**src/rtl/can_psave_pkg.sv**
```systemverilog
package can_psave_pkg;
  typedef enum logic [1:0] {
    PS_AWAKE = 2'b00,
    PS_SLEEP = 2'b01,
    PS_STOP  = 2'b11
  } ps_state_e;

  localparam logic [1:0] REQ_AWAKE = 2'b00;
  localparam logic [1:0] REQ_SLEEP = 2'b01;
  localparam logic [1:0] REQ_STOP  = 2'b11;
endpackage

```
**src/rtl/can_psave_rxsync.sv**
```systemverilog
module can_psave_rxsync #(
  parameter int STAGES = 2
) (
  input  logic clk,
  input  logic rst,
  input  logic rx_in,
  output logic rx_s,
  output logic rx_fall
);
  logic [STAGES-1:0] sh_q;
  logic              prev_q;

  always_ff @(posedge clk) begin
    if (rst) begin
      sh_q   <= '1;
      prev_q <= 1'b1;
    end else begin
      sh_q   <= {sh_q[STAGES-2:0], rx_in};
      prev_q <= sh_q[STAGES-1];
    end
  end

  assign rx_s    = sh_q[STAGES-1];
  assign rx_fall = prev_q & ~sh_q[STAGES-1];
endmodule

```
**src/rtl/can_psave_fsm.sv**
```systemverilog
module can_psave_fsm
  import can_psave_pkg::*;
#(
  parameter int MODE_W = 2
) (
  input  logic              clk,
  input  logic              rst,
  input  logic              ps_wr,
  input  logic [1:0]        ps_wdata,
  input  logic [MODE_W-1:0] op_mode,
  input  logic              init_req,
  input  logic              irq_clr,
  input  logic              rx_fall,
  output ps_state_e         state_q,
  output logic              save_next,
  output logic              wake_irq,
  output logic [MODE_W-1:0] resume_mode,
  output logic              resume_valid,
  output logic              init_ack
);
  ps_state_e         state_d;
  logic [MODE_W-1:0] mode_q;
  logic              bus_wake;
  logic              sw_wake;

  always_comb begin
    state_d  = state_q;
    bus_wake = 1'b0;
    sw_wake  = 1'b0;
    unique case (state_q)
      PS_AWAKE: if (ps_wr && ps_wdata == REQ_SLEEP) state_d = PS_SLEEP;
      PS_SLEEP: begin
        if (rx_fall) begin
          bus_wake = 1'b1;
          state_d  = PS_AWAKE;
        end else if (ps_wr && ps_wdata == REQ_AWAKE) begin
          sw_wake = 1'b1;
          state_d = PS_AWAKE;
        end else if (ps_wr && ps_wdata == REQ_STOP) begin
          state_d = PS_STOP;
        end
      end
      PS_STOP:  if (ps_wr && ps_wdata == REQ_SLEEP) state_d = PS_SLEEP;
      default:  state_d = PS_AWAKE;
    endcase
  end

  assign save_next = (state_d != PS_AWAKE);

  always_ff @(posedge clk) begin
    if (rst) begin
      state_q      <= PS_AWAKE;
      mode_q       <= '0;
      wake_irq     <= 1'b0;
      resume_mode  <= '0;
      resume_valid <= 1'b0;
      init_ack     <= 1'b0;
    end else begin
      state_q      <= state_d;
      resume_valid <= bus_wake | sw_wake;
      init_ack     <= init_req && (state_q == PS_AWAKE);
      if (state_q == PS_AWAKE && state_d == PS_SLEEP) mode_q <= op_mode;
      if (bus_wake | sw_wake) resume_mode <= mode_q;
      if (bus_wake)     wake_irq <= 1'b1;
      else if (irq_clr) wake_irq <= 1'b0;
    end
  end
endmodule

```
**src/rtl/can_psave_idle.sv**
```systemverilog
module can_psave_idle #(
  parameter int IDLE_BITS = 11
) (
  input  logic clk,
  input  logic rst,
  input  logic hold,
  input  logic bit_tick,
  input  logic rx_s,
  output logic bus_ready
);
  localparam int CW = $clog2(IDLE_BITS + 1);
  localparam logic [CW-1:0] LAST = CW'(IDLE_BITS - 1);

  logic [CW-1:0] cnt_q;

  always_ff @(posedge clk) begin
    if (rst || hold) begin
      cnt_q     <= '0;
      bus_ready <= 1'b0;
    end else if (bit_tick && !bus_ready) begin
      if (!rx_s) begin
        cnt_q <= '0;
      end else if (cnt_q == LAST) begin
        bus_ready <= 1'b1;
      end else begin
        cnt_q <= cnt_q + 1'b1;
      end
    end
  end
endmodule

```
**src/rtl/can_psave_ctrl.sv**
```systemverilog
module can_psave_ctrl
  import can_psave_pkg::*;
#(
  parameter int MODE_W      = 2,
  parameter int SYNC_STAGES = 2,
  parameter int IDLE_BITS   = 11
) (
  input  logic              clk,
  input  logic              rst,
  input  logic              ps_wr,
  input  logic [1:0]        ps_wdata,
  input  logic [MODE_W-1:0] op_mode,
  input  logic              init_req,
  input  logic              irq_en,
  input  logic              irq_clr,
  input  logic              rx_in,
  input  logic              bit_tick,
  output logic [1:0]        ps_state,
  output logic              wake_irq,
  output logic              wake_int,
  output logic [MODE_W-1:0] resume_mode,
  output logic              resume_valid,
  output logic              init_ack,
  output logic              tx_inhibit,
  output logic              rx_inhibit,
  output logic              bus_ready
);
  logic      rx_s;
  logic      rx_fall;
  logic      save_next;
  ps_state_e state_q;

  can_psave_rxsync #(.STAGES(SYNC_STAGES)) u_sync (
    .clk(clk), .rst(rst), .rx_in(rx_in), .rx_s(rx_s), .rx_fall(rx_fall)
  );

  can_psave_fsm #(.MODE_W(MODE_W)) u_fsm (
    .clk(clk), .rst(rst), .ps_wr(ps_wr), .ps_wdata(ps_wdata),
    .op_mode(op_mode), .init_req(init_req), .irq_clr(irq_clr),
    .rx_fall(rx_fall), .state_q(state_q), .save_next(save_next),
    .wake_irq(wake_irq), .resume_mode(resume_mode),
    .resume_valid(resume_valid), .init_ack(init_ack)
  );

  can_psave_idle #(.IDLE_BITS(IDLE_BITS)) u_idle (
    .clk(clk), .rst(rst), .hold(save_next), .bit_tick(bit_tick),
    .rx_s(rx_s), .bus_ready(bus_ready)
  );

  assign ps_state   = state_q;
  assign wake_int   = wake_irq & irq_en;
  assign tx_inhibit = ~bus_ready;
  assign rx_inhibit = ~bus_ready;
endmodule

```
**config.mk**
```make
export PLATFORM = sky130hd
export DESIGN_NAME = can_psave_ctrl
export DESIGN_NICKNAME = d
export VERILOG_FILES = /design/src/rtl/can_psave_pkg.sv /design/src/rtl/can_psave_rxsync.sv /design/src/rtl/can_psave_fsm.sv /design/src/rtl/can_psave_idle.sv /design/src/rtl/can_psave_ctrl.sv
export SDC_FILE = /design/constraint.sdc
export NUM_CORES = 1
export LEC_CHECK = 0
export ABC_AREA = 0
export BUFFER_PORTS_ARGS = -buffer_cell sky130_fd_sc_hd__buf_2
export CORE_UTILIZATION = 30
export CTS_BUF_LIST = sky130_fd_sc_hd__clkbuf_4 sky130_fd_sc_hd__clkbuf_8
export CTS_CLUSTER_DIAMETER = 150
export DETAILED_ROUTE_END_ITERATION = 8
export SLEW_MARGIN = 25
export SYNTH_ARGS = -nofsm -noshare
export SYNTH_HDL_FRONTEND = slang
export SYNTH_SLANG_ARGS = --single-unit
```
**constraint.sdc**
```tcl
create_clock -name clk -period 3.6 [get_ports clk]
set_input_delay 0.54 -clock clk [delete_from_list [all_inputs] [get_ports clk]]
set_output_delay 0.54 -clock clk [all_outputs]
set_load 0.05 [all_outputs]
```
==> flow_metrics.py <==
metrics = {
    "clock_tree": {
        "cts_sinks": 17,
        "cts_tree": "done",
        "post_cts_resized": 0,
        "cts-root-buf": "clkbuf_4",
        "clk_pin_slew_ns": 0.09,
        "cts.hold.buffers_added": 0,
        "htreeDepth": 1,
        "post_cts_buffers": 0,
        "numCtsBuffers": 3,
        "clk_path_buf_depth": 2,
        "clk_latency_ns": 0.28,
    },
    "grt": {
        "grt_pass1_wl_mm": 2.88,
        "grt_max_degree": 18,
        "overflow": 0,
        "grt.total_usage_pct": 12.1,
        "antenna_found_initial": 0,
        "grt_pass1_vias": 665,
    },
    "synthesis": {
        "netlist_top_cells_count": "dfxtp_1, a21oi_1, inv_1, nand2_1",
        "ys_seq_elements": 17,
        "synth_enable_flop_cells": 0,
        "yosysTopAreaCell": "dfxtp_1",
        "syn_inst": 93,
        "synthFlopType": "dfxtp_1",
        "ys_seq_area_share_pct": 39.5,
        "yosysWarnings": 0,
        "syn_area_um2": 862,
        "ys_top_cells_by_area": "dfxtp_1, ha_1, a21oi_1",
        "syn_avg_cell_area_um2": 9.27,
        "syn-num-nets": 110,
        "ys_types": 34,
        "async_flop_share_pct": 0,
        "yosysMostFrequentCell": "dfxtp_1",
        "synth_top_area_share_pct": 39.5,
    },
    "detailed_routing": {
        "drc": 0,
        "post_drt_wl_per_cell_um": 11.0,
        "dr.first_iter.drc_count": 13,
        "totalWireLength_mm": 1.63,
        "firstDrtPassIters": 4,
        "vias_per_cell": 4.82,
        "num_vias": 713,
        "detail-route-antenna-nets": 0,
    },
    "worst_setup_path": {
        "worstSetupStartpointType": "flop",
        "crit_path_end_kind": "flop",
        "path_max_fanout": 5,
        "worstPathArrival_ns": 2.06,
        "crit_type": "flop to flop",
        "crit_required_ns": 3.82,
    },
    "placement": {
        "portBuffers": 22,
        "dp_hpwl_mm": 1.26,
        "dpl_cell_area_um2": 1000,
        "place_congestion": 0.744,
        "dpl_worst_slack_ns": 1.74,
    },
    "floorplan": {
        "die_w_um": 55.6,
        "io_pins": 23,
        "die_area_mm2": 0.00309,
        "die-height_um": 55.6,
        "num_rows": 19,
        "start_util_pct": 31.5,
        "core_area_mm2": 0.00273,
    },
    "cells_and_area": {
        "final_nets": 135,
        "n_antenna_cell": 0,
        "fin_util_pct": 37.7,
        "area_delta_synth_final_pct": 19.4,
        "design_area_mm2": 0.00103,
        "drive_gt1_share_pct": 31.6,
    },
    "power_and_ir_drop": {
        "p_sw_share_pct": 26.1,
        "peakVddDrop_uv": 210,
        "p_leak_uw": 0.000450,
        "p_int_uw": 270,
        "p_per_area_mw_per_mm2": 355,
        "p_sw_uw": 95.3,
        "p_comb_share_pct": 15.9,
        "clockPowerShare_pct": 29.3,
        "pwr-share-seq_pct": 54.8,
    },
    "sta": {
        "setup-tns-final_ns": 0,
        "rsz0062_at_grt": "no",
        "max_slew_margin_pct": 65.4,
        "drv_slew": 0,
        "fin_crit_ns": 1.84,
        "hold_viol": 0,
        "setup_ws_ns": 1.76,
        "timing.final.crit_share_pct": 51.2,
        "tightestPinTransition_ns": 0.514,
        "clock.fmax_mhz": 543,
        "setup_viol": 0,
        "fin_skew_ns": 0.00333,
        "holdWs_ns": 0.415,
    },
    "hold_path": {
        "hp-class": "flop to flop",
    },
    "run_status": {
        "status": "finished clean",
    },
    "run": {
        "cap_violations": 0,
    },
}
==> cells in the final DEF, fill, tap and decap left out, drive strengths merged, types with 2 or more instances in the layout <==
master  synthesis  final
nand2           7      7
a21oi           9      9
nand3b          2      2
nand2b          4      4
nand3           2      2
nand4           2      2
nor3            2      2
a211oi          2      2
nor2            5      5
dfxtp          17     17
inv             8      8
xnor2           3      3
o21ai           4      4
clkbuf          1      4
mux2i           4      4
nor2b           3      3
or2             3      3
ha              5      5
buf             1     22
==> cell type report <==
type,instances,area [µm²]
sequential,17,340
clock buffer,4,30.0
tap,31,38.8
fill,280,1700
timing repair buffer,22,110
inverter,8,30.0
multi-input combinational,66,480
==> power by group through the flow <==
stage	Clock [µW]	Sequential (µW)	Combinational, µW
finish	107	200	58.2
global route	123	201	64.5
CTS	115	200	58.7
detailed placement	0	204	58.6
global placement	0	204	57.8
floorplan	0	210	35.7
==> critical path: stages (launching register included) <==
cell and delay [ns]:
dfxtp_1 0.42, inv_1 0.10, ha_1 0.33, nand4bb_1 0.26, o311ai_4 0.12, nand4_1 0.10, o21ba_2 0.27, mux2i_1 0.17
==> registers in the layout (all words and copies together), names as in the netlist <==
name,cells
u_sync.sh_q,2
u_fsm.resume_mode,2
u_fsm.wake_irq,1
u_idle.bus_ready,1
u_fsm.mode_q,2
u_fsm.resume_valid,1
u_fsm.state_q,2
u_idle.cnt_q,4
u_sync.prev_q,1
u_fsm.init_ack,1
==> layer usage <==
layer | vias to the layer above | track usage [%] | wire [µm]
met5 | - | 0 | 0
met4 | 0 | 5.36 | 18
met3 | 2 | 4.19 | 96
met2 | 23 | 19.4 | 756
met1 | 319 | 14.5 | 763
li1 | 369 | - | -
==> metrics by stage <==
stage	std cells	power, µW
final	148	365
after global routing	148	389
after CTS	148	374
after detailed placement	144	263
after global placement	144	262
after floorplan	93	246
==> cell families (layout without fill, tap and decap cells) <==
logic type / after synthesis / after routing / synth area share (%)
simple gates: 35 / 35 / 24.1
compound gates: 19 / 19 / 16.7
flops: 17 / 17 / 39.5
buf+inv: 10 / 34 / 4.79
fa+ha+maj: 5 / 5 / 7.26
mux: 4 / 4 / 4.64
xor+xnor: 3 / 3 / 3.05
==> path summary, 6_finish.rpt <==
path | start | to | slack (ns) | depth (start not counted)
max | u_fsm.state_q[1]$_SDFF_PP0_ | u_fsm.mode_q[1]$_SDFFE_PP0P_ | 1.76 | 7
min | u_sync.sh_q[0]$_SDFF_PP1_ | u_sync.sh_q[1]$_SDFF_PP1_ | 0.42 | 1
max reg2reg | u_fsm.state_q[1]$_SDFF_PP0_ | u_fsm.mode_q[1]$_SDFFE_PP0P_ | 1.76 | 7
min reg2reg | u_sync.sh_q[0]$_SDFF_PP1_ | u_sync.sh_q[1]$_SDFF_PP1_ | 0.42 | 1
Power figures use the tool's default switching activity.
